<file path="src/rtl/uart_stat_pkg.sv">
// Shared constants for the UART sticky status block.
// Assumes an 8-bit register bus and four error and four modem lines.
package uart_stat_pkg;
    localparam int REG_W   = 8;
    localparam int N_ERR   = 4;
    localparam int N_MODEM = 4;
    localparam int N_SRC   = 4;
    localparam int ID_W    = $clog2(N_SRC);

    // Register select codes on the read bus
    localparam logic [1:0] SEL_LSR = 2'd0;
    localparam logic [1:0] SEL_MSR = 2'd1;
    localparam logic [1:0] SEL_IIR = 2'd2;
    localparam logic [1:0] SEL_IER = 2'd3;

    // Source codes; a larger code means a higher priority
    localparam logic [ID_W-1:0] SRC_MODEM  = 2'd0;
    localparam logic [ID_W-1:0] SRC_THRE   = 2'd1;
    localparam logic [ID_W-1:0] SRC_RXDATA = 2'd2;
    localparam logic [ID_W-1:0] SRC_LINE   = 2'd3;

    // Enable register bit positions
    localparam int EN_RXDATA = 0;
    localparam int EN_THRE   = 1;
    localparam int EN_LINE   = 2;
    localparam int EN_MODEM  = 3;

    // Position of the ring indicator within the modem line vector
    localparam int RI_IDX = 2;
endpackage

</file>
<file path="src/rtl/uart_sticky_bank.sv">
// Bank of independent sticky bits. Set has priority over clear, so an
// event that coincides with a clearing read survives the read.
// Assumes clr_i carries only the bits the read returned.
module uart_sticky_bank #(
    parameter int W = 4
) (
    input  logic         clk,
    input  logic         rst_n,
    input  logic [W-1:0] set_i,
    input  logic [W-1:0] clr_i,
    output logic [W-1:0] q_o
);
    for (genvar i = 0; i < W; i++) begin : g_bit
        // Hold, set or clear one sticky bit
        always_ff @(posedge clk) begin
            if (!rst_n) q_o[i] <= 1'b0;
            else        q_o[i] <= set_i[i] | (q_o[i] & ~clr_i[i]);
        end
    end
endmodule

</file>
<file path="src/rtl/uart_modem_track.sv">
// Registers the live modem levels and flags each transition of interest.
// The ring indicator line flags only a falling edge; the others flag any change.
// Assumes the lines are already synchronised to clk.
module uart_modem_track #(
    parameter int N      = 4,
    parameter int RI_POS = 2
) (
    input  logic         clk,
    input  logic         rst_n,
    input  logic [N-1:0] lines_i,
    output logic [N-1:0] lvl_o,
    output logic [N-1:0] chg_o
);
    // Capture the current levels
    always_ff @(posedge clk) begin
        if (!rst_n) lvl_o <= '0;
        else        lvl_o <= lines_i;
    end

    for (genvar i = 0; i < N; i++) begin : g_edge
        if (i == RI_POS) begin : g_trail
            // Trailing edge only
            assign chg_o[i] = lvl_o[i] & ~lines_i[i];
        end else begin : g_any
            // Any transition
            assign chg_o[i] = lvl_o[i] ^ lines_i[i];
        end
    end
endmodule

</file>
<file path="src/rtl/uart_irq_prio.sv">
// Fixed-priority encoder: the highest-indexed active request wins.
// Assumes the request index equals the source code.
module uart_irq_prio #(
    parameter int NSRC = 4,
    parameter int IDW  = $clog2(NSRC)
) (
    input  logic [NSRC-1:0] req_i,
    output logic            pend_o,
    output logic [IDW-1:0]  id_o
);
    // Pick the winning source code
    always_comb begin
        id_o = '0;
        for (int i = 0; i < NSRC; i++) begin
            if (req_i[i]) id_o = IDW'(i);
        end
    end

    assign pend_o = |req_i;
endmodule

</file>
<file path="src/rtl/uart_sticky_status.sv">
// Status registers of a 16550-style UART: line errors, modem deltas,
// transmit-empty flag, enable register, identification and interrupt.
// Reads clear only the bits they returned. Events in the read cycle persist.
// Assumes at most one read per cycle and single-cycle event pulses.
module uart_sticky_status
    import uart_stat_pkg::*;
(
    input  logic             clk,
    input  logic             rst_n,
    input  logic             rd_en,
    input  logic [1:0]       rd_sel,
    output logic [REG_W-1:0] rd_data,
    input  logic             ier_wr,
    input  logic [N_SRC-1:0] ier_wdata,
    input  logic             rx_overrun,
    input  logic             rx_parity_err,
    input  logic             rx_frame_err,
    input  logic             rx_break,
    input  logic             rx_data_ready,
    input  logic             thr_empty_evt,
    input  logic             cts,
    input  logic             dsr,
    input  logic             ri,
    input  logic             dcd,
    output logic             irq
);
    logic [N_ERR-1:0]   err_set, lsr_clr, lsr_q;
    logic [N_MODEM-1:0] modem_in, live_lvl, modem_chg, msr_clr, msr_delta_q;
    logic [N_SRC-1:0]   ier_q, src_req;
    logic [ID_W-1:0]    src_id;
    logic               src_pend, thre_q, thre_clr;
    logic               rd_lsr, rd_msr, rd_iir;

    assign rd_lsr = rd_en && (rd_sel == SEL_LSR);
    assign rd_msr = rd_en && (rd_sel == SEL_MSR);
    assign rd_iir = rd_en && (rd_sel == SEL_IIR);

    assign err_set  = {rx_break, rx_frame_err, rx_parity_err, rx_overrun};
    assign modem_in = {dcd, ri, dsr, cts};

    // A read clears exactly the bits it returned
    assign lsr_clr  = rd_lsr ? lsr_q : '0;
    assign msr_clr  = rd_msr ? msr_delta_q : '0;
    assign thre_clr = rd_iir && src_pend && (src_id == SRC_THRE);

    uart_sticky_bank #(.W(N_ERR)) u_lsr_bank (
        .clk   (clk),
        .rst_n (rst_n),
        .set_i (err_set),
        .clr_i (lsr_clr),
        .q_o   (lsr_q)
    );

    uart_modem_track #(.N(N_MODEM), .RI_POS(RI_IDX)) u_modem (
        .clk     (clk),
        .rst_n   (rst_n),
        .lines_i (modem_in),
        .lvl_o   (live_lvl),
        .chg_o   (modem_chg)
    );

    uart_sticky_bank #(.W(N_MODEM)) u_msr_bank (
        .clk   (clk),
        .rst_n (rst_n),
        .set_i (modem_chg),
        .clr_i (msr_clr),
        .q_o   (msr_delta_q)
    );

    // Transmit-empty pending flag, set wins over a coincident clear
    always_ff @(posedge clk) begin
        if (!rst_n) thre_q <= 1'b0;
        else        thre_q <= thr_empty_evt | (thre_q & ~thre_clr);
    end

    // Interrupt enable register
    always_ff @(posedge clk) begin
        if (!rst_n)      ier_q <= '0;
        else if (ier_wr) ier_q <= ier_wdata;
    end

    // Gate each source class by its enable bit
    always_comb begin
        src_req             = '0;
        src_req[SRC_LINE]   = ier_q[EN_LINE]   & (|lsr_q);
        src_req[SRC_RXDATA] = ier_q[EN_RXDATA] & rx_data_ready;
        src_req[SRC_THRE]   = ier_q[EN_THRE]   & thre_q;
        src_req[SRC_MODEM]  = ier_q[EN_MODEM]  & (|msr_delta_q);
    end

    uart_irq_prio #(.NSRC(N_SRC), .IDW(ID_W)) u_prio (
        .req_i  (src_req),
        .pend_o (src_pend),
        .id_o   (src_id)
    );

    assign irq = src_pend;

    // Read data multiplexer
    always_comb begin
        case (rd_sel)
            SEL_LSR: rd_data = REG_W'(lsr_q);
            SEL_MSR: rd_data = REG_W'({live_lvl, msr_delta_q});
            SEL_IIR: rd_data = REG_W'({src_id, ~src_pend});
            default: rd_data = REG_W'(ier_q);
        endcase
    end
endmodule

</file>
<file path="config.mk">
export PLATFORM = sky130hd
export DESIGN_NAME = uart_sticky_status
export DESIGN_NICKNAME = d
export VERILOG_FILES = /design/src/rtl/uart_stat_pkg.sv /design/src/rtl/uart_sticky_bank.sv /design/src/rtl/uart_modem_track.sv /design/src/rtl/uart_irq_prio.sv /design/src/rtl/uart_sticky_status.sv
export SDC_FILE = /design/constraint.sdc
export NUM_CORES = 1
export LEC_CHECK = 0
export BUFFER_PORTS_ARGS = -buffer_cell sky130_fd_sc_hd__buf_4
export CAP_MARGIN = 20
export CORE_MARGIN = 2
export CORE_UTILIZATION = 42
export CTS_CLUSTER_DIAMETER = 120
export DETAILED_ROUTE_END_ITERATION = 12
export PLACE_DENSITY = 0.72
export SLEW_MARGIN = 15
export SYNTH_ARGS = -nofsm -noshare
export SYNTH_HDL_FRONTEND = slang
export SYNTH_SLANG_ARGS = --single-unit
</file>
<file path="constraint.sdc">
create_clock -name clk -period 1.4 [get_ports clk]
set_input_delay 0.14 -clock clk [delete_from_list [all_inputs] [get_ports clk]]
set_output_delay 0.14 -clock clk [all_outputs]
set_load 0.005 [all_outputs]
</file>
After elaboration in Yosys (flattened, before gate mapping) --
Cells that the tools add are included.
Storage, ports and cells: logic and storage cells 66, bits of input ports 20, output and inout port bits 9, register bits after elaboration 17
Cells by class: bitwise logic cells 37, equal/unequal tests 3, reduce and logical (&&, ||, !) cells 9, muxes and demuxes 6
Operators by type and width (count):
- case mux 8 bit (3 select lines) | 1
- AND 1 bit | 14
- OR reduction 4 bit | 3
- inverter 1 bit | 11
- OR 1 bit | 9
- two-way mux 4 bit | 2
- logical AND 1 bit | 5
- equality test 2 x 1 -> 1 bit, second input constant | 2
- two-way mux 2 bit | 2
- bitwise XOR 1 bit | 3
- equality test 2 bit, second input constant | 1
- logical NOT 2 bit | 1
- two-way mux 1 bit | 1

Longest topological paths before layout --
word-level depth 9, depth in mapped cells 4, gate-level depth less buffers 3

Cells and area by module --
From an unflattened synthesis, not the netlist that was laid out.
Second synthesis, totals: cells, all modules 85, area total of the unflattened synthesis 923.4 um2
Modules (own cells, without submodules):
- uart_sticky_status | sequential area each 100.1 um2, cells an instance 45, area an instance 430.4 um2, times used 1
- uart_sticky_bank | sequential area each 80.1 um2, cells an instance 12, area an instance 165.2 um2, times used 2
- uart_modem_track | sequential area each 80.1 um2, cells an instance 12, area an instance 138.9 um2, times used 1
- uart_irq_prio | sequential area each 0.0 um2, cells an instance 4, area an instance 23.8 um2, times used 1

Least setup slack after synthesis --
Ideal clock, no wire load.
path kind register -> output, start point register u_lsr_bank.q_o[1], end point output port rd_data[1], setup slack -2 ps, arrival time 1262 ps, buffers on the path 0, cell stages (with the launch flop) 4, required time 1260 ps, cell sequence dfxtp_1 o41ai_4 o21ai_2 mux4_2
Between the ends: word-level cells in the longest chain between the ends 4
RTL lines:
- start, declared | RTL line uart_sticky_bank.sv:11 | output logic [W-1:0] q_o
- start signal, assigned by index | RTL line uart_sticky_bank.sv:17 | else q_o[i] <= set_i[i] | (q_o[i] & ~clr_i[i]);
- OR reduction 4 bit | RTL line uart_sticky_status.sv:85 | src_req[SRC_LINE] = ier_q[EN_LINE] & (|lsr_q);
- AND 1 bit | RTL line uart_sticky_status.sv:85
- two-way mux 2 bit | RTL line uart_irq_prio.sv:15 | if (req_i[i]) id_o = IDW'(i);
- case mux 8 bit (3 select lines) (*) | RTL line uart_sticky_status.sv:101 | case (rd_sel)
- end, declared | RTL line uart_sticky_status.sv:12 | output logic [REG_W-1:0] rd_data,
Every way passes the cells marked *; elsewhere a longest branch is shown, timed or not.

Worst setup path after layout --
start point register u_lsr_bank.q_o[1], end point output port rd_data[2]
Between the ends: word-level cells in the longest chain between the ends 4
RTL lines (RTL line):
- OR reduction 4 bit | uart_sticky_status.sv:85
- AND 1 bit | uart_sticky_status.sv:85
- two-way mux 2 bit | uart_irq_prio.sv:15
- case mux 8 bit (3 select lines) | uart_sticky_status.sv:101
No other way between the ends.

==> metrics.cfg <==
[run_status]
outcome = finished with violations
violations = negative setup slack

[timing]
setup_viol = 5
final-hold-violation-count = 0
drv_slew = 0
skew_ns = 0.007730
maxSlewHeadroom_pct = 78.16
rsz0062_at_grt = true
worst_slack_ns = -0.4848
period_needed_ns = 1.885
holdWs_ns = 0.05407
period_share_pct = 134.6
worst_pin_slew_ns = 0.3265
fmax_ghz = 0.5306

[clock_tree]
post_cts_buffers = 0
numCtsBuffers = 3
clock_path_buffers = 2
clock-sinks = 17
clk_pin_slew_ns = 0.11
insertion_delay_ns = 0.29
cts_tree = yes
htreeDepth = 1
root_buffer = clkbuf_4

[cells_and_area]
layout-drive-gt1-share_pct = 40.35
fin_util_pct = 64.04
antenna_cells = 0
nets = 135
area_growth_pct = 40.43

[route]
drt-total-wl_um = 1691
dr.pass1.iters = 4
first_iter_violations = 8
vias_per_cell = 4.871
drc = 0
wl_per_cell_um = 12.17
postRouteAntennaNets = 0
vias = 677

[grt]
grt_pass1_vias = 679
antenna_found_initial = 0
track_usage_pct = 19.01
grt_pass1_wl_um = 2980
grt_max_degree = 18
overflow = 0

[worst_setup_path]
critPathKind = reg2out
path_buf_inv = 1
slowest_delay_ns = 0.47
slowest_stage = mux4_2
path_cells = o41ai_4 > nand2_1 > mux4_2 > buf_6
cp-start-kind = flip-flop
crit_path_max_fanout = 3
crit_family = multiplexers
required_ns = 1.26
endpoint_kind = output pin
arrival_ns = 1.74

[synth]
synth-seq-cells = 17
synth_cell_types = 20
synthesis.area_um2 = 804.5
syn_area_per_cell_um2 = 10.06
ys_warn_count = 0
async_reset_ff_share_pct = 0
netlist_instances = 80
synth_edf_count = 0
synth_nets = 100
synth_ff_type = dfxtp_1
seq_area_frac_synth_pct = 42.30

[die]
die_x_um = 47.77
ios = 29
rows = 15
start_util_pct = 45.60
die_area_mm2 = 0.002282
die_h_um = 47.77
core-area_mm2 = 0.001764

[flow_run]
cap_violations = 0

[power]
p_seq_share_pct = 53.0
power_leakage_nw = 0.5054
peakVddDrop_v = 0.0005973
internal_power_mw = 0.7601
power_density_mw_per_mm2 = 913.2
p_comb_share_pct = 20.7
finalPower_mw = 1.032
sw_frac_of_total_pct = 26.33
switchingPower_mw = 0.2717
clock_power_share_pct = 26.3

[place]
dp_hpwl_um = 1324
place.gp.congestion = 0.8670
pre_cts_ws_ns = -0.1601
port_buffers = 28

[worst_hold_path]
hp-class = in2reg

==> stage by stage <==
stage | setup TNS [ns] | instance area, um2 | instances
final | -1.584 | 1130 | 139
after global routing | -2.036 | 1130 | 139
after CTS | -1.555 | 1119 | 139
after detailed placement | -0.4305 | 1077 | 135
after global placement | -0.3514 | 1077 | 135
after floorplan | 0 | 805.8 | 80
==> synth_stat cells, types with 2 or more instances <==
master / n / area [um2]
dfxtp_1: 17 / 340.3
nor2b_1: 14 / 87.58
and2_1: 9 / 56.30
a21oi_1: 8 / 40.04
mux2i_1: 6 / 60.06
clkbuf_1: 4 / 15.01
nand2_1: 4 / 15.01
xor2_1: 3 / 26.28
mux4_2: 2 / 45.04
nand3_1: 2 / 10.01
nand3b_1: 2 / 15.01
==> sequential cells by signal (all words and copies together) (netlist names) <==
name and cells:
ier_q 4, u_modem.lvl_o 4, thre_q 1, u_lsr_bank.q_o 4, u_msr_bank.q_o 4
==> path summary, 6_finish.rpt <==
kind	slack, ns	start	depth (start not counted)	end
hold reg to reg	0.55	thre_q	1	thre_q
setup / recovery	-0.48	u_lsr_bank.q_o[1]	4	rd_data[2]
setup reg to reg	-0.01	u_lsr_bank.q_o[1]	4	thre_q
hold / removal	0.05	ri	2	u_modem.lvl_o[2]
==> placed cells by master (no fill, tap or decap) <==
cell type | synthesis | layout
and2_1 | 9 | 9
buf_4 | 0 | 32
o221a_1 | 1 | 1
nand3_1 | 2 | 2
mux2i_1 | 6 | 6
dfxtp_1 | 17 | 15
o41ai_4 | 1 | 1
clkbuf_4 | 0 | 3
nor2b_1 | 14 | 14
o41ai_2 | 0 | 1
a21oi_1 | 8 | 8
nand4b_1 | 1 | 1
clkinvlp_4 | 0 | 1
o21ai_1 | 1 | 1
or3b_1 | 1 | 1
mux4_2 | 2 | 2
nand2_1 | 4 | 4
nand3b_1 | 2 | 2
dfxtp_2 | 0 | 2
o221ai_2 | 0 | 1
buf_6 | 0 | 2
nand4_1 | 1 | 1
xor2_1 | 3 | 3
o21ai_2 | 1 | 1
==> metal layers <==
metal	track usage [%]	share of wire (%)
met5	0	0
met4	4.324	0
met3	7.170	6.3
met2	29.60	49
met1	25.12	45
==> cell type report <==
class                   instances  area [um2]
well taps                      25       31.28
repair buffers                 34       262.8
clock inverters                 1       7.507
flip-flops and latches         17       342.8
multi-input cells              59       462.9
clock buffers                   3       22.52
fillers                       172       634.4
==> power by group through the flow <==
stage	Sequential [mW]	Clock, mW	Combinational, mW
after detailed placement	0.556	0	0.206
after global routing	0.551	0.303	0.242
final	0.546	0.271	0.214
after floorplan	0.551	0	0.102
after CTS	0.546	0.282	0.212
after global placement	0.555	0	0.202
==> repair_timing <==
item | CTS | global route
hold endpoints to repair | 0 | 0
hold buffers | 0 | 0
gates resized for setup | 3 | 2
pin swaps | 4 | 0
setup endpoints to repair | 4 | 5
==> cells by family after synthesis <==
| logic type | share of synthesized area [%] |
|---|---|
| multiplexers | 13.06 |
| flip-flops | 42.30 |
| XOR/XNOR | 3.267 |
| AND/OR/NAND/NOR | 25.82 |
| AO/OA/AOI/OAI | 13.69 |
| buffers and inverters | 1.866 |
Power figures use the tool's default switching activity.
